File: src/rtl/bank_rf_pkg.sv
package bank_rf_pkg;
  typedef enum logic [4:0] {
    M_USR = 5'h10, M_FIQ = 5'h11, M_IRQ = 5'h12, M_SVC = 5'h13,
    M_ABT = 5'h17, M_UND = 5'h1B, M_SYS = 5'h1F
  } mode_e;

  localparam int NUM_ARCH   = 16;
  localparam int NUM_SHARED = NUM_ARCH - 1;
  localparam int FIQ_LO     = 8;
  localparam int EXC_LO     = 13;
  localparam int FIQ_BANK   = NUM_SHARED - FIQ_LO;
  localparam int EXC_BANK   = NUM_SHARED - EXC_LO;
  localparam int NUM_SPSR   = 5;
  localparam int NUM_PHYS   = NUM_SHARED + FIQ_BANK + (NUM_SPSR - 1) * EXC_BANK;
  localparam int PHYS_W     = $clog2(NUM_PHYS);
  localparam int SLOT_W     = $clog2(NUM_SPSR);

  function automatic logic has_spsr(logic [4:0] m);
    case (m)
      M_FIQ, M_IRQ, M_SVC, M_ABT, M_UND: has_spsr = 1'b1;
      default:                          has_spsr = 1'b0;
    endcase
  endfunction

  // slot 0 is fast interrupt; it is also the seven-word bank
  function automatic logic [SLOT_W-1:0] spsr_slot(logic [4:0] m);
    case (m)
      M_IRQ:   spsr_slot = SLOT_W'(1);
      M_SVC:   spsr_slot = SLOT_W'(2);
      M_ABT:   spsr_slot = SLOT_W'(3);
      M_UND:   spsr_slot = SLOT_W'(4);
      default: spsr_slot = SLOT_W'(0);
    endcase
  endfunction
endpackage

File: src/rtl/bank_map.sv
module bank_map
  import bank_rf_pkg::*;
#(
  parameter int IDX_W = 4
) (
  input  logic [4:0]       mode_i,
  input  logic [IDX_W-1:0] idx_i,
  output logic [PHYS_W-1:0] phys_o,
  output logic             pc_o
);
  always_comb begin
    pc_o   = (idx_i == IDX_W'(NUM_ARCH - 1));
    phys_o = PHYS_W'(idx_i);
    if (has_spsr(mode_i) && !pc_o) begin
      if (spsr_slot(mode_i) == '0) begin
        if (idx_i >= IDX_W'(FIQ_LO))
          phys_o = PHYS_W'(NUM_SHARED + int'(idx_i) - FIQ_LO);
      end else if (idx_i >= IDX_W'(EXC_LO)) begin
        phys_o = PHYS_W'(NUM_SHARED + FIQ_BANK
                         + (int'(spsr_slot(mode_i)) - 1) * EXC_BANK
                         + int'(idx_i) - EXC_LO);
      end
    end
  end
endmodule

File: src/rtl/gpr_store.sv
module gpr_store #(
  parameter int DATA_W = 32,
  parameter int N_WORDS = 30,
  parameter int N_RD = 2,
  localparam int AW = $clog2(N_WORDS)
) (
  input  logic              clk_i,
  input  logic              rst_ni,
  input  logic              we_i,
  input  logic [AW-1:0]     waddr_i,
  input  logic [DATA_W-1:0] wdata_i,
  input  logic [AW-1:0]     raddr_i [N_RD],
  output logic [DATA_W-1:0] rdata_o [N_RD]
);
  logic [DATA_W-1:0] mem [N_WORDS];

  always_ff @(posedge clk_i or negedge rst_ni) begin
    if (!rst_ni) begin
      for (int i = 0; i < N_WORDS; i++) mem[i] <= '0;
    end else if (we_i) begin
      mem[waddr_i] <= wdata_i;
    end
  end

  for (genvar p = 0; p < N_RD; p++) begin : g_rd
    // write-through on same-word collision
    assign rdata_o[p] = (we_i && waddr_i == raddr_i[p]) ? wdata_i : mem[raddr_i[p]];
  end
endmodule

File: src/rtl/psr_store.sv
module psr_store
  import bank_rf_pkg::*;
#(
  parameter int DATA_W = 32,
  parameter logic [DATA_W-1:0] CPSR_RST = DATA_W'(32'h0000_00D3)
) (
  input  logic              clk_i,
  input  logic              rst_ni,
  input  logic [4:0]        mode_i,
  input  logic              cpsr_we_i,
  input  logic [DATA_W-1:0] cpsr_wdata_i,
  input  logic              spsr_we_i,
  input  logic [DATA_W-1:0] spsr_wdata_i,
  input  logic              save_en_i,
  input  logic [4:0]        save_mode_i,
  output logic [DATA_W-1:0] cpsr_o,
  output logic [DATA_W-1:0] spsr_o
);
  logic [DATA_W-1:0] cpsr_q;
  logic [DATA_W-1:0] spsr_vec [NUM_SPSR];

  always_ff @(posedge clk_i or negedge rst_ni) begin
    if (!rst_ni)        cpsr_q <= CPSR_RST;
    else if (cpsr_we_i) cpsr_q <= cpsr_wdata_i;
  end

  for (genvar s = 0; s < NUM_SPSR; s++) begin : g_spsr
    logic [DATA_W-1:0] q;
    logic save_hit, wr_hit;
    assign save_hit = save_en_i && has_spsr(save_mode_i) && spsr_slot(save_mode_i) == SLOT_W'(s);
    assign wr_hit   = spsr_we_i && has_spsr(mode_i) && spsr_slot(mode_i) == SLOT_W'(s);
    always_ff @(posedge clk_i or negedge rst_ni) begin
      if (!rst_ni)       q <= '0;
      else if (save_hit) q <= cpsr_q;
      else if (wr_hit)   q <= spsr_wdata_i;
    end
    assign spsr_vec[s] = q;
  end

  assign cpsr_o = cpsr_q;
  assign spsr_o = has_spsr(mode_i) ? spsr_vec[spsr_slot(mode_i)] : '0;
endmodule

File: src/rtl/banked_regfile.sv
module banked_regfile
  import bank_rf_pkg::*;
#(
  parameter int DATA_W = 32,
  parameter int IDX_W = 4
) (
  input  logic              clk_i,
  input  logic              rst_ni,
  input  logic [4:0]        mode_i,
  input  logic [DATA_W-1:0] pc_i,
  input  logic [IDX_W-1:0]  ra_idx_i,
  output logic [DATA_W-1:0] ra_data_o,
  input  logic [IDX_W-1:0]  rb_idx_i,
  output logic [DATA_W-1:0] rb_data_o,
  input  logic              we_i,
  input  logic [IDX_W-1:0]  w_idx_i,
  input  logic [DATA_W-1:0] w_data_i,
  output logic              branch_o,
  output logic [DATA_W-1:0] branch_addr_o,
  input  logic              cpsr_we_i,
  input  logic [DATA_W-1:0] cpsr_wdata_i,
  output logic [DATA_W-1:0] cpsr_o,
  input  logic              spsr_we_i,
  input  logic [DATA_W-1:0] spsr_wdata_i,
  output logic [DATA_W-1:0] spsr_o,
  input  logic              save_en_i,
  input  logic [4:0]        save_mode_i
);
  localparam int N_PORTS = 3;  // two reads, one write

  logic [IDX_W-1:0]  idx   [N_PORTS];
  logic [PHYS_W-1:0] phys  [N_PORTS];
  logic              is_pc [N_PORTS];
  logic [PHYS_W-1:0] raddr [2];
  logic [DATA_W-1:0] rdata [2];

  assign idx[0] = ra_idx_i;
  assign idx[1] = rb_idx_i;
  assign idx[2] = w_idx_i;

  for (genvar p = 0; p < N_PORTS; p++) begin : g_map
    bank_map #(.IDX_W(IDX_W)) u_map (
      .mode_i (mode_i),
      .idx_i  (idx[p]),
      .phys_o (phys[p]),
      .pc_o   (is_pc[p])
    );
  end

  assign raddr[0] = phys[0];
  assign raddr[1] = phys[1];

  gpr_store #(.DATA_W(DATA_W), .N_WORDS(NUM_PHYS), .N_RD(2)) u_gpr (
    .clk_i   (clk_i),
    .rst_ni  (rst_ni),
    .we_i    (we_i && !is_pc[2]),
    .waddr_i (phys[2]),
    .wdata_i (w_data_i),
    .raddr_i (raddr),
    .rdata_o (rdata)
  );

  assign ra_data_o     = is_pc[0] ? pc_i : rdata[0];
  assign rb_data_o     = is_pc[1] ? pc_i : rdata[1];
  assign branch_o      = we_i && is_pc[2];
  assign branch_addr_o = w_data_i;

  psr_store #(.DATA_W(DATA_W)) u_psr (
    .clk_i        (clk_i),
    .rst_ni       (rst_ni),
    .mode_i       (mode_i),
    .cpsr_we_i    (cpsr_we_i),
    .cpsr_wdata_i (cpsr_wdata_i),
    .spsr_we_i    (spsr_we_i),
    .spsr_wdata_i (spsr_wdata_i),
    .save_en_i    (save_en_i),
    .save_mode_i  (save_mode_i),
    .cpsr_o       (cpsr_o),
    .spsr_o       (spsr_o)
  );
endmodule

File: config.mk
export PLATFORM = sky130hd
export DESIGN_NAME = banked_regfile
export DESIGN_NICKNAME = d
export VERILOG_FILES = /design/src/rtl/bank_rf_pkg.sv /design/src/rtl/bank_map.sv /design/src/rtl/gpr_store.sv /design/src/rtl/psr_store.sv /design/src/rtl/banked_regfile.sv
export SDC_FILE = /design/constraint.sdc
export NUM_CORES = 2
export LEC_CHECK = 0
export ABC_CLOCK_PERIOD_IN_PS = 10000
export BUFFER_PORTS_ARGS = -buffer_cell sky130_fd_sc_hd__buf_4
export CORE_MARGIN = 2
export CORE_UTILIZATION = 25
export DETAILED_ROUTE_END_ITERATION = 7
export PLACE_DENSITY = 0.44
export REMOVE_ABC_BUFFERS = 1
export SLEW_MARGIN = 0
export SYNTH_ARGS = -nofsm -noshare
export SYNTH_HDL_FRONTEND = slang
export SYNTH_SLANG_ARGS = --single-unit
File: constraint.sdc
create_clock -name clk_i -period 10 [get_ports clk_i]
set_input_delay 1 -clock clk_i [delete_from_list [all_inputs] [get_ports clk_i]]
set_output_delay 1 -clock clk_i [all_outputs]
set_load 0.02 [all_outputs]
==> run metrics <==
status completed; sequential area share after synthesis 44.25%; measured slew at the worst slew-check pin 1.290 ns; synthesis-to-finish area growth 16.23%; gr usage total 20.39%; critical path type in -> out; clock root cell clkbuf_16; Buf/Inv on CP 4; Remaining DRCs 0; xor/xnor share of the synthesized area 0.3111%; Setup TNS Final 0 ns; Vias/cell 5.421; die width 514.5 um; number of synthesized flops with an enable pin 0; vias in the first global route 52.36k; hold slack 0.2128 ns; Vias 53.80k; Worst Setup EP ra_data_o[7]; global-route wire length before repair 395.6 mm; initial antenna violation count 19; CP Depth 19; maximum clock path buffer count 3; Compound-Gate Fraction of Synth Area 9.409%; Pleak 33.20 nW; CP max stage cell nor4_1; Ports 317; Mapped Cells 6427; Synth Register Bits 1152; Final Util 29.19%; Req. time, crit path 9.00 ns; Fin. Hold Viols 0; Power Dens Cells 203.2 mW/mm2; Worst Hold Class in -> async; maxcap violations 0; Setup Fix Bufs, Post-CTS 0; Post-Synth Simple-Gate Area 14.12%; Core Box Area 0.2595 mm2; die footprint 0.2647 mm2; Worst slew margin 14.01%; maximum fanout along the worst path 34; # setup viols final 0; CTS tree done; DIE HEIGHT 514.5 um; cts bufs inserted 139; combinational family with the most area after synthesis multiplexers; RSZ-0062 raised after global routing false; Synth area leaders dfrtp_1 (44%), mux2_2 (18%), nand2_1 (7.5%), mux2i_1 (5.6%), nand3_1 (3.5%); worst setup path startpoint mode_i[0]; multiplexer share of the synthesized area 26.91%; Worst Skew 0.05183 ns; final wirelength 277.1 mm; Tcrit/Tclk final 87.92%; CTS Sinks 1152; R2R setup slack 8.92 ns; area share of the largest cell type after synthesis 44.05%; Post-synth ARST share 100.0%; initial cell density of the core 25.11%; crit path time final 8.792 ns; Synth Warn # 0; Post-Synth Adder-Cell Area 0.7834%; Routed Antenna Nets 0; H-Tree Level Count 4; Final Max Tran Viols 0; routed len/inst 27.92 um; post-cts hold buffer count 0; DRT iter0 DRCs 5316; Unique masters post-synth 82; Port Buffer Count 316; Post-Syn Area 0.06516 mm2; Crit path top cell by count buf_4; Clk Latency, worst-skew pair 0.83 ns; Max VDD drop 0.1921 mV; grt ovf 0; Top delay family on crit path simple AND/OR/NAND/NOR gates; clock slew at reported path FFs 0.06 ns; share of post-route cells with drive strength above 1 29.38%; fmax 113.7 MHz; GPL Wtd Cong 0.8273; Worst setup SP type primary input; largest net degree at the start of global routing 153; critical path arrival 7.79 ns; Reg2Reg Depth 2; TritonRoute pass-1 iters 6; ys flop type dfrtp_1; Mapped Avg Cell Area 10.14 um2; worst path cell trace buf_4 -> nor2b_1 -> or2_2 -> nor3_2 -> buf_4 -> ha_1 -> ha_1 -> fa_1 -> nor2_1 -> a22oi_1 -> o41ai_4 -> nand2_4 -> buf_4 -> nand2_1 -> o221ai_1 -> a221o_1 -> nor4_1 -> o21ai_0 -> buf_4; reg2reg end u_psr.g_spsr[4].q[24]; R2R Path Start u_psr.cpsr_o[24]; max incr delay on CP 0.70 ns; row count 187; post-CTS resize count 0; CP endpoint kind output pin; number of fill cells 26.83k; fin nets 6610; Yosys top cell by area dfrtp_1; DP Wirelength 162.9 mm
[per-stage QoR]
step / worst slack [ns] / area [um2] / std cells / total power [W]
6_report: 1.208 / 75740 / 9925 / 0.01539
5_1_grt: 1.017 / 75730 / 9924 / 0.01615
4_1_cts: 1.148 / 75730 / 9923 / 0.01551
3_5_place_dp: 1.189 / 71110 / 9676 / 0.01021
3_3_place_gp: 1.186 / 71110 / 9676 / 0.01012
2_1_floorplan: -19.26 / 62540 / 5800 / 0.008840
[per-layer routing]
layer / GRT usage, % / vias up / part of all wire (%)
met5: 0 / - / 0.073
met4: 7.148 / 26 / 3.7
met3: 4.087 / 512 / 7.4
met2: 31.10 / 2333 / 44
met1: 28.48 / 27820 / 45
li1: - / 23110 / -
[worst min-delay path by stage]
stage                          start  cells after the start  slack, ns               endpoint
2_1_floorplan   u_psr.g_spsr[0].q[0]                      2       0.45   u_psr.g_spsr[0].q[0]
4_1_cts                       rst_ni                      1       0.24        u_psr.cpsr_o[3]
6_report                      rst_ni                      1       0.21        u_psr.cpsr_o[3]
3_3_place_gp    u_psr.g_spsr[3].q[2]                      2       0.46   u_psr.g_spsr[3].q[2]
5_1_grt                       rst_ni                      1       0.27        u_psr.cpsr_o[3]
3_5_place_dp   u_psr.g_spsr[0].q[17]                      2       0.47  u_psr.g_spsr[0].q[17]
[layout make-up]
| class | instances | area, um2 | area share (%) |
|---|---|---|---|
| well taps | 3402 | 4257 | 5.620 |
| multi-input cells | 4614 | 34100 | 45.03 |
| repair buffers | 474 | 3791 | 5.006 |
| clock inverters | 29 | 376.6 | 0.4973 |
| inverters | 34 | 127.6 | 0.1685 |
| diodes | 2 | 5.005 | 0.006608 |
| clock buffers | 218 | 4242 | 5.601 |
| flip-flops and latches | 1152 | 28830 | 38.07 |
[placed cells by master, fill, tap and decap left out, types with 13 or more instances in the layout]
master        n
nand2_1    1283
inv_1        31
nand4_1      52
a311oi_1     13
dfrtp_1    1147
mux4_2       96
mux2_2     1032
a211o_1      13
o22a_1       28
o21a_1       28
a211oi_1     37
mux2i_1     367
nor4_1       54
nor2_4       21
buf_12       18
clkbuf_16   144
ha_1         36
o22ai_1      52
a32oi_1      45
o41ai_1      29
and3_1       54
nand2_2      19
a21oi_1     258
buf_4       455
o21ai_0     233
nor2_1       56
nand3_1     459
a221oi_1     41
nor3_1       27
a31oi_1      27
clkbuf_8     36
a22o_1       21
clkinv_2     14
clkbuf_1     38
[logic make-up (layout without fill, tap and decap cells)]
logic type | count (synthesis) | after routing
other | 0 | 2
AOI/OAI and AO/OA | 943 | 943
adders and majority gates | 39 | 39
DFF | 1152 | 1152
xor gates and xnor gates | 20 | 20
muxes | 1502 | 1502
and+or+nand+nor | 2110 | 2110
buffers and inverters | 661 | 755
[flip-flops by register name (all words and copies together) (netlist names)]
register	flops
u_gpr.mem	960
u_psr.g_spsr.q	160
u_psr.cpsr_o	32
[power breakdown]
part / internal [W] / switching [W] / total (W)
combinational: 0.00170 / 0.00199 / 0.00369
clock: 0.00303 / 0.00221 / 0.00523
sequential: 0.00569 / 0.000767 / 0.00646
total: 0.0104 / 0.00496 / 0.0154
[cells in the mapped netlist, types with 32 or more instances]
master	instances
buf_2	91
buf_4	40
mux4_2	96
a21oi_1	260
and3_1	57
o21ai_0	233
nand4_1	52
nor2_1	75
inv_1	32
mux2i_1	367
nand2_1	1306
buf_1	98
clkbuf_1	398
a32oi_1	45
dfrtp_1	1147
a221oi_1	41
nand3_1	462
a211oi_1	39
mux2_2	1032
a31oi_1	32
ha_1	36
o22ai_1	52
nor4_1	55
No activity file was read; power rests on OpenSTA's default activity.
